--- src/rtl/tpt_pkg.sv ---
// Shared definitions for the trigger-pair timer: register addresses and
// control bit positions. Assumes a 2-bit register address.
package tpt_pkg;
    typedef enum logic [1:0] {
        ADR_PERIOD = 2'd0,
        ADR_DELAY  = 2'd1,
        ADR_CTRL   = 2'd2,
        ADR_RATE   = 2'd3
    } tpt_addr_e;

    localparam int CTRL_START_BIT = 0;
    localparam int CTRL_STOP_BIT  = 1;
    localparam int RATE_SLOW_BIT  = 0;
endpackage

--- src/rtl/tpt_prescaler.sv ---
// Count-enable prescaler. Divides base_tick_i by DIV_FAST or DIV_SLOW,
// chosen by slow_i. Assumes both ratios are at least 1. A ratio change
// mid-count resolves at the next base pulse.
module tpt_prescaler #(
    parameter int DIV_FAST = 1,
    parameter int DIV_SLOW = 4
) (
    input  logic clk,
    input  logic rst_n,
    input  logic clr_i,
    input  logic base_tick_i,
    input  logic slow_i,
    output logic tick_o
);
    localparam int DMAX = (DIV_SLOW > DIV_FAST) ? DIV_SLOW : DIV_FAST;
    localparam int PW   = ($clog2(DMAX) > 0) ? $clog2(DMAX) : 1;

    logic [PW-1:0] pc_q;
    logic [PW-1:0] lim;

    // Terminal count for the selected ratio.
    generate
        if (DIV_FAST == DIV_SLOW) begin : g_single
            assign lim = PW'(DIV_FAST - 1);
        end else begin : g_dual
            assign lim = slow_i ? PW'(DIV_SLOW - 1) : PW'(DIV_FAST - 1);
        end
    endgenerate

    assign tick_o = base_tick_i && (pc_q >= lim);

    // Base-pulse counter, wraps on each emitted tick.
    always_ff @(posedge clk) begin
        if (!rst_n || clr_i) begin
            pc_q <= '0;
        end else if (base_tick_i) begin
            pc_q <= (pc_q >= lim) ? '0 : pc_q + 1'b1;
        end
    end

    AST_PRE_IDLE_HOLD: assert property (@(posedge clk) disable iff (!rst_n)
        (!base_tick_i && !clr_i) |=> $stable(pc_q)) else $error("prescaler moved without base tick");
endmodule

--- src/rtl/tpt_master_ch.sv ---
// Master channel: free-running down counter. It loads the period on start
// and on every expiry, and pulses irq_o for one cycle at each expiry.
// Assumes tick_i is a single-cycle enable and that stop outranks start.
module tpt_master_ch #(
    parameter int CNT_W = 16
) (
    input  logic             clk,
    input  logic             rst_n,
    input  logic             clr_i,
    input  logic             tick_i,
    input  logic             start_i,
    input  logic             stop_i,
    input  logic [CNT_W-1:0] period_i,
    output logic [CNT_W-1:0] cnt_o,
    output logic             en_o,
    output logic             irq_o
);
    logic [CNT_W-1:0] cnt_q;
    logic             en_q;
    logic             irq_q;

    // Count, reload and expiry pulse generation.
    always_ff @(posedge clk) begin
        if (!rst_n || clr_i) begin
            cnt_q <= '0;
            en_q  <= 1'b0;
            irq_q <= 1'b0;
        end else if (stop_i) begin
            en_q  <= 1'b0;
            irq_q <= 1'b0;
        end else if (start_i) begin
            en_q  <= 1'b1;
            cnt_q <= period_i;
            irq_q <= 1'b0;
        end else if (en_q && tick_i) begin
            if (cnt_q == '0) begin
                cnt_q <= period_i;
                irq_q <= 1'b1;
            end else begin
                cnt_q <= cnt_q - 1'b1;
                irq_q <= 1'b0;
            end
        end else begin
            irq_q <= 1'b0;
        end
    end

    assign cnt_o = cnt_q;
    assign en_o  = en_q;
    assign irq_o = irq_q;

    AST_M_DECREMENT: assert property (@(posedge clk) disable iff (!rst_n)
        (en_q && tick_i && cnt_q != '0 && !start_i && !stop_i && !clr_i)
        |=> (cnt_q == $past(cnt_q) - 1'b1 && !irq_q)) else $error("master decrement");
    AST_M_HOLD_STOPPED: assert property (@(posedge clk) disable iff (!rst_n)
        (!en_q && !start_i && !clr_i) |=> ($stable(cnt_q) && !irq_q)) else $error("master moved while stopped");
    AST_M_STOP_WINS: assert property (@(posedge clk) disable iff (!rst_n)
        (stop_i && !clr_i) |=> (!en_q && !irq_q)) else $error("stop did not halt master");
endmodule

--- src/rtl/tpt_slave_ch.sv ---
// Slave channel: one-shot down counter. It is armed by the master expiry
// pulse, counts the delay once, pulses irq_o and halts. Assumes trig_i is
// the registered master interrupt; a retrigger mid-count restarts silently.
module tpt_slave_ch #(
    parameter int CNT_W = 16
) (
    input  logic             clk,
    input  logic             rst_n,
    input  logic             clr_i,
    input  logic             tick_i,
    input  logic             start_i,
    input  logic             stop_i,
    input  logic             trig_i,
    input  logic [CNT_W-1:0] delay_i,
    output logic [CNT_W-1:0] cnt_o,
    output logic             en_o,
    output logic             irq_o
);
    logic [CNT_W-1:0] cnt_q;
    logic             en_q;
    logic             run_q;
    logic             irq_q;

    // Load on master pulse, count once, flag expiry.
    always_ff @(posedge clk) begin
        if (!rst_n || clr_i) begin
            cnt_q <= '0;
            en_q  <= 1'b0;
            run_q <= 1'b0;
            irq_q <= 1'b0;
        end else if (stop_i) begin
            en_q  <= 1'b0;
            run_q <= 1'b0;
            irq_q <= 1'b0;
        end else if (start_i) begin
            en_q  <= 1'b1;
            run_q <= 1'b0;
            irq_q <= 1'b0;
        end else if (en_q && trig_i) begin
            cnt_q <= delay_i;
            run_q <= 1'b1;
            irq_q <= 1'b0;
        end else if (run_q && tick_i) begin
            if (cnt_q == '0) begin
                run_q <= 1'b0;
                irq_q <= 1'b1;
            end else begin
                cnt_q <= cnt_q - 1'b1;
                irq_q <= 1'b0;
            end
        end else begin
            irq_q <= 1'b0;
        end
    end

    assign cnt_o = cnt_q;
    assign en_o  = en_q;
    assign irq_o = irq_q;

    AST_S_LOAD: assert property (@(posedge clk) disable iff (!rst_n)
        (trig_i && en_q && !start_i && !stop_i && !clr_i)
        |=> (run_q && cnt_q == $past(delay_i))) else $error("slave load");
    AST_S_IRQ_HALTED: assert property (@(posedge clk) disable iff (!rst_n)
        irq_q |-> (!run_q && cnt_q == '0)) else $error("slave pulse while counting");
    AST_S_RETRIG_SILENT: assert property (@(posedge clk) disable iff (!rst_n)
        (trig_i && run_q && en_q && !start_i && !stop_i && !clr_i) |=> !irq_q) else $error("retrigger pulsed");
endmodule

--- src/rtl/trig_pair_timer.sv ---
// Top of the trigger-pair timer: the register-write decode, the prescaler and
// the two coupled channels. Assumes writes are single-cycle strobes. unit_en
// low holds everything at reset values.
module trig_pair_timer
    import tpt_pkg::*;
#(
    parameter int CNT_W    = 16,
    parameter int DIV_FAST = 1,
    parameter int DIV_SLOW = 4
) (
    input  logic             clk,
    input  logic             rst_n,
    input  logic             unit_en,
    input  logic             base_tick,
    input  logic             wr_en,
    input  logic [1:0]       wr_addr,
    input  logic [CNT_W-1:0] wr_data,
    output logic [CNT_W-1:0] cnt_master,
    output logic [CNT_W-1:0] cnt_slave,
    output logic             en_master,
    output logic             en_slave,
    output logic             irq_master,
    output logic             irq_slave
);
    logic [CNT_W-1:0] period_q;
    logic [CNT_W-1:0] delay_q;
    logic             slow_q;
    logic             wr_ok;
    logic             start_req;
    logic             stop_req;
    logic             tick;
    logic             clr;
    tpt_addr_e        adr;

    assign clr       = !unit_en;
    assign wr_ok     = wr_en && unit_en;
    assign adr       = tpt_addr_e'(wr_addr);
    assign start_req = wr_ok && (adr == ADR_CTRL) && wr_data[CTRL_START_BIT];
    assign stop_req  = wr_ok && (adr == ADR_CTRL) && wr_data[CTRL_STOP_BIT];

    // Configuration registers, gated by the unit enable.
    always_ff @(posedge clk) begin
        if (!rst_n || clr) begin
            period_q <= '0;
            delay_q  <= '0;
            slow_q   <= 1'b0;
        end else if (wr_ok) begin
            case (adr)
                ADR_PERIOD: period_q <= wr_data;
                ADR_DELAY:  delay_q  <= wr_data;
                ADR_RATE:   slow_q   <= wr_data[RATE_SLOW_BIT];
                default:    ;
            endcase
        end
    end

    tpt_prescaler #(.DIV_FAST(DIV_FAST), .DIV_SLOW(DIV_SLOW)) pre_i (
        .clk(clk), .rst_n(rst_n), .clr_i(clr), .base_tick_i(base_tick),
        .slow_i(slow_q), .tick_o(tick)
    );

    tpt_master_ch #(.CNT_W(CNT_W)) mst_i (
        .clk(clk), .rst_n(rst_n), .clr_i(clr), .tick_i(tick),
        .start_i(start_req), .stop_i(stop_req), .period_i(period_q),
        .cnt_o(cnt_master), .en_o(en_master), .irq_o(irq_master)
    );

    tpt_slave_ch #(.CNT_W(CNT_W)) slv_i (
        .clk(clk), .rst_n(rst_n), .clr_i(clr), .tick_i(tick),
        .start_i(start_req), .stop_i(stop_req), .trig_i(irq_master),
        .delay_i(delay_q), .cnt_o(cnt_slave), .en_o(en_slave), .irq_o(irq_slave)
    );

    AST_GATE_OFF: assert property (@(posedge clk) disable iff (!rst_n)
        !unit_en |=> (cnt_master == '0 && cnt_slave == '0 && !en_master && !en_slave
                      && !irq_master && !irq_slave)) else $error("gate off not reset");
    AST_START_BOTH: assert property (@(posedge clk) disable iff (!rst_n)
        (start_req && !stop_req) |=> (en_master && en_slave)) else $error("start not joint");
endmodule

--- config.mk ---
export PLATFORM = sky130hd
export DESIGN_NAME = trig_pair_timer
export DESIGN_NICKNAME = d
export VERILOG_FILES = /design/src/rtl/tpt_pkg.sv /design/src/rtl/tpt_prescaler.sv /design/src/rtl/tpt_master_ch.sv /design/src/rtl/tpt_slave_ch.sv /design/src/rtl/trig_pair_timer.sv
export SDC_FILE = /design/constraint.sdc
export NUM_CORES = 1
export LEC_CHECK = 0
export BUFFER_PORTS_ARGS = -buffer_cell sky130_fd_sc_hd__buf_2
export CELL_PAD_IN_SITES_DETAIL_PLACEMENT = 0
export CELL_PAD_IN_SITES_GLOBAL_PLACEMENT = 2
export CORE_MARGIN = 2
export CORE_UTILIZATION = 39
export CTS_BUF_LIST = sky130_fd_sc_hd__clkbuf_4
export DETAILED_ROUTE_END_ITERATION = 7
export MAX_ROUTING_LAYER = met4
export PLACE_DENSITY = 0.91
export REMOVE_ABC_BUFFERS = 1
export SLEW_MARGIN = 30
export SYNTH_ARGS = -nofsm -noshare
export SYNTH_HDL_FRONTEND = slang
export SYNTH_HIERARCHICAL = 1
export SYNTH_SLANG_ARGS = --single-unit
--- constraint.sdc ---
create_clock -name clk -period 5.1 [get_ports clk]
set_input_delay 1.02 -clock clk [delete_from_list [all_inputs] [get_ports clk]]
set_output_delay 1.02 -clock clk [all_outputs]
set_load 0.01 [all_outputs]
; ---- After elaboration in Yosys (flattened, before gate mapping)
; Index checks and enable logic that the tools add are counted.
[totals]
elab_cells = 62
reg_bits = 71
output_inout_bits = 36
[classes]
mux = 13
reduce_logical = 27
n_addsub = 3
bitwise_logic = 4
n_lt_le_gt_ge = 1
eq_ne = 4
[op_table]
columns = cell, n
row1 = two-way mux 16 bit, 6
row2 = zero test 16 bit, 2
row3 = subtractor 16 x 1 -> 16 bit (second input constant), 2
row4 = AND reduction 2 bit, 5
row5 = logical AND 1 bit, 8
row6 = nonzero test 2 bit, 3
row7 = two-way mux 1 bit, 5
row8 = OR reduction 5 bit, 1
row9 = == test 2 bit (second input constant), 2
row10 = two-way mux 2 bit, 2
row11 = NOT 1 bit, 4
row12 = AND reduction 4 bit, 1
row13 = OR reduction 4 bit, 1
row14 = OR reduction 3 bit, 1
row15 = adder 2 x 1 -> 2 bit (second input constant), 1
row16 = == test 2 x 1 -> 1 bit (second input constant), 1
row17 = greater-or-equal comparator 2 bit, 1
row18 = zero test 1 bit, 2
row19 = zero test 2 bit, 1
row20 = != test 2 x 1 -> 1 bit (second input constant), 1
row21 = OR reduction 2 bit, 1
row22 = logical OR 1 bit, 1

; ---- Depth between registers and ports, before layout
[depth]
ltp_word = 6
mapped_depth = 11
depth_no_buf = 10

; ---- By module
; Netlist, hierarchy kept.
[by_module_without_submodules]
columns = module, area_per_inst_um2, seq_area_each_um2, instances, cells_each
row1 = trig_pair_timer, 1391.3, 660.6, 1, 138
row2 = tpt_master_ch, 1297.5, 360.3, 1, 153
row3 = tpt_slave_ch, 1216.2, 380.4, 1, 155
row4 = tpt_prescaler, 171.4, 40.0, 1, 20

; ---- Least setup slack after synthesis
; Ideal clock, no wire load.
[synth_path]
path_kind = input-to-reg
start = input unit_en
end = register mst_i.cnt_q[15], in the netlist mst_i/cnt_o[15]
setup_ps = 74
t_arrival_ps = 3227
setup_slack_ps = 1799
cell_stages = 8
path_cell_list = buf_6 -> buf_2 -> nand3_1 -> nor3b_1 -> a21oi_1 -> or2_2 -> or4_1 -> a31oi_1
[synth_via]
elab_chain_cells = 5
elab_cells_between_ends = 10
[synth_lines]
columns = element, line
row1 = "start, declared", trig_pair_timer.sv:13  ; input logic unit_en,
row2 = logical AND 1 bit *, trig_pair_timer.sv:36  ; assign wr_ok = wr_en && unit_en;
row3 = logical AND 1 bit * (2 in series), trig_pair_timer.sv:38  ; assign start_req = wr_ok && (adr == ADR_CTRL) && wr_data[CTRL_START_BIT];
row4 = via start_req, trig_pair_timer.sv:29  ; logic start_req;
row5 = nonzero test 2 bit (no source line), -
row6 = AND reduction 2 bit (no source line), -
row7 = "end signal, assigned", tpt_master_ch.sv:33  ; cnt_q <= period_i;
row8 = "end signal, assigned", tpt_master_ch.sv:37  ; cnt_q <= period_i;
row9 = "end signal, assigned", tpt_master_ch.sv:40  ; cnt_q <= cnt_q - 1'b1;
row10 = "end, declared", tpt_master_ch.sv:18  ; logic [CNT_W-1:0] cnt_q;
; The timed path passes the listed nets; every way through them passes the cells marked *.
; A chain may end at the register's enable or synchronous reset.

; ---- Final worst setup path
[layout_path]
start = register pre_i.pc_q[0]
end = register slv_i.cnt_q[7], in the netlist slv_i/cnt_o[7]
[layout_via]
elab_chain_cells = 5
[layout_lines]
columns = element, line
row1 = "start, declared", tpt_prescaler.sv:18  ; logic [PW-1:0] pc_q;
row2 = "start signal, assigned", tpt_prescaler.sv:37  ; pc_q <= (pc_q >= lim) ? '0 : pc_q + 1'b1;
row3 = greater-or-equal comparator 2 bit, tpt_prescaler.sv:30  ; assign tick_o = base_tick_i && (pc_q >= lim);
row4 = logical AND 1 bit, tpt_prescaler.sv:30
row5 = via tick, trig_pair_timer.sv:31  ; logic tick;
row6 = logical AND 1 bit, tpt_slave_ch.sv:43  ; end else if (run_q && tick_i) begin
row7 = nonzero test 2 bit (no source line), -
row8 = AND reduction 4 bit (no source line), -
row9 = "end signal, assigned", tpt_slave_ch.sv:40  ; cnt_q <= delay_i;
row10 = "end signal, assigned", tpt_slave_ch.sv:48  ; cnt_q <= cnt_q - 1'b1;
row11 = "end, declared", tpt_slave_ch.sv:19  ; logic [CNT_W-1:0] cnt_q;
; The timed path passes the listed nets, and every way through them passes these cells.

==> results.sh <==
export IMPL_wirelength_um=10800
export IMPL_power_share_clock_pct=39.1
export IMPL_synth_area_um2=4080
export IMPL_diodes=0
export IMPL_power_frac_seq_pct=54.7
export IMPL_final_area_um2=4520
export IMPL_post_route_util_pct=44.2
export IMPL_grt_util_all_layers_pct=20.8
export IMPL_status="completed"
export IMPL_ys_seq_area_share_pct=35.4
export IMPL_p_int_mw=0.781
export IMPL_synth_top_area_share_pct=35.4
export IMPL_boundaryPins=59
export IMPL_switching_power_mw=0.254
export IMPL_postRouteAntennaNets=0
export IMPL_clk_pin_slew_ns=0.13
export IMPL_clk_path_buf_depth=2
export IMPL_viasPerCell=5.75
export IMPL_routed_top_layer="met4"
export IMPL_hp_class="reg2reg"
export IMPL_drv_slew=0
export IMPL_core_um2=10200
export IMPL_required_ns=5.41
export IMPL_n_fill_cell=1063
export IMPL_clock_skew_ns=0.0161
export IMPL_yosysWarnings=6
export IMPL_peakVddDrop_mv=0.118
export IMPL_tns_ns=0
export IMPL_synth_enable_flop_cells=0
export IMPL_num_rows=37
export IMPL_critPathKind="reg2reg"
export IMPL_async_flop_share_pct=0
export IMPL_routabilityCongestion=0.865
export IMPL_ctsResizeCount=0
export IMPL_post_route_period_util_pct=58.5
export IMPL_leakagePower_nw=1.76
export IMPL_postCtsHoldBufs=0
export IMPL_fp_dieH_um=106
export IMPL_cts_sink_count=72
export IMPL_share_comb_of_total_power_pct=6.1
export IMPL_yosysTopAreaCell="dfxtp_1"
export IMPL_synth_ff_latch_count=72
export IMPL_first_iter_violations=199
export IMPL_placed_area_um2=4360
export IMPL_wl_per_cell_um=16.9
export IMPL_synth_most_common_cell="dfxtp_1"
export IMPL_vias=3686
export IMPL_drive_gt1_share_pct=21.2
export IMPL_endpoint_kind="flop"
export IMPL_antenna_found_initial=0
export IMPL_avgSynthCellArea_um2=8.75
export IMPL_setup_violations=0
export IMPL_whs_ns=0.481
export IMPL_hpwl_um=7640
export IMPL_nNetsFinal=529
export IMPL_cts_buffers=9
export IMPL_grt_max_degree=55
export IMPL_fin_crit_ns=2.98
export IMPL_cts_tree="done"
export IMPL_max_freq_ghz=0.335
export IMPL_wl_met2_um=4940
export IMPL_synth_cells=466
export IMPL_dr_pass1_iters=4
export IMPL_synth_common_cells="dfxtp_1 (72), nand3_1 (58), mux2i_1 (40)"
export IMPL_cts_root_buf="clkbuf_4"
export IMPL_power_density_nw_per_um2=229
export IMPL_cts_setup_buffers=0
export IMPL_chipWidth_um=106
export IMPL_drt_met1_wl_um=5100
export IMPL_drt_drc_violations_left=0
export IMPL_grt_pass1_wl_um=18200
export IMPL_relSlewSlack_pct=37.2
export IMPL_crit_fanout=23
export IMPL_finalHoldViolations=0
export IMPL_gr_total_overflow=0
export IMPL_worst_slew_pin_slew_ns=0.942
export IMPL_cp_start_kind="flop"
export IMPL_start_util_pct=39.8
export IMPL_port_buffers=58
export IMPL_cp_data_arrival_time_ns=3.30
export IMPL_synthTopCellsByArea="dfxtp_1 (35%), mux2i_1 (9.8%), nand3_1 (7.1%), a21oi_1 (2.9%), o21ai_0 (2.5%)"
export IMPL_syn_to_final_growth_pct=10.9
export IMPL_insertion_delay_ns=0.42
export IMPL_cts_htree_levels=3
export IMPL_grt_pass1_vias=3512
export IMPL_maxCapViolCount=0
export IMPL_rsz0062_at_grt="no"
export IMPL_r2r_slack_ns=2.12
export IMPL_design_die_area_um2=11300
export IMPL_switching_share_pct=24.6
export IMPL_met3_length_um=592
export IMPL_synthDistinctLibCells=75
export IMPL_synthFlopType="dfxtp_1"
[routing by layer]
metal	vias to the layer above	GRT usage, %
met4	0	6.20
li1	1828	-
met5	-	-
met1	1741	27.5
met2	107	31.5
met3	10	5.21
[state kept, by name (all words and copies together), names as in the netlist]
name and count:
period_q 16, mst_i/en_o 1, slv_i/cnt_o 16, pre_i/pc_q 2, slv_i/irq_o 1, delay_q 16
mst_i/irq_o 1, slv_i/en_o 1, mst_i/cnt_o 16, slv_i/run_q 1, slow_q 1
[kinds of logic (layout without fill, tap and decap cells)]
logic type,after synthesis,in the layout,synth area share [%]
simple gates,188,188,27.4
compound gates,107,107,18.9
flops,72,72,35.4
buf+inv,53,92,6.63
mux,41,41,10.2
fa+ha+maj,5,5,1.53
[worst paths after layout]
check | to | startpoint | cells past startpoint
min | period_q[14] | period_q[14] | 2
max | slv_i/cnt_o[7] | pre_i/pc_q[0] | 10
min reg2reg | period_q[14] | period_q[14] | 2
max reg2reg | slv_i/cnt_o[7] | pre_i/pc_q[0] | 10
[power groups by stage]
| stage | sequential [mW] | clock (mW) | combinational, mW |
|---|---|---|---|
| 6_report | 0.567 | 0.405 | 0.0635 |
| 5_1_grt | 0.567 | 0.444 | 0.0693 |
| 2_1_floorplan | 0.579 | 0 | 0.0290 |
| 4_1_cts | 0.567 | 0.421 | 0.0635 |
| 3_5_place_dp | 0.579 | 0 | 0.0634 |
| 3_3_place_gp | 0.579 | 0 | 0.0628 |
[cell type report]
class | instances | area (um2) | area share [%]
Sequential cell | 72 | 1440 | 31.9
Tap cell | 136 | 170 | 3.77
Clock inverter | 6 | 85.1 | 1.88
Inverter | 14 | 52.6 | 1.16
Clock buffer | 9 | 67.6 | 1.50
Timing Repair Buffer | 63 | 328 | 7.25
Multi-Input combinational cell | 341 | 2370 | 52.5
[critical path, cell delays in order (launching register included)]
cell      delay (ns)
dfxtp_1         0.40
inv_1           0.07
ha_1            0.26
and2b_1         0.20
o21ai_0         0.13
and2_1          0.25
nand2_1         0.12
a211oi_2        0.34
a21boi_4        0.63
o21ai_0         0.19
a32o_1          0.30
[placed cells by master (no fill, tap or decap), types with 3 or more instances in the layout]
cell type	count
dfxtp_1	72
nand3_1	58
buf_2	58
mux2i_1	40
nand2_1	25
a21oi_1	24
nor2_1	22
o21ai_0	20
inv_1	14
nor3_1	13
nor4_1	10
clkbuf_4	9
a22oi_1	8
or4_1	7
a31oi_1	6
nor3b_1	5
nand2b_1	5
o21ai_1	5
ha_1	5
buf_4	5
a32o_1	5
o22ai_1	4
and2_1	4
nor4_4	3
nand3b_1	3
or2_2	3
nor2b_1	3
o31ai_1	3
[through the flow]
| step | instances | setup slack (ns) | power [mW] |
|---|---|---|---|
| finish | 641 | 2.12 | 1.03 |
| global route | 641 | 1.86 | 1.08 |
| CTS | 641 | 2.12 | 1.05 |
| detailed placement | 626 | 1.92 | 0.643 |
| global placement | 626 | 1.94 | 0.642 |
| floorplan | 427 | 1.45 | 0.608 |
Note: power is estimated with default switching activity, not from simulation.
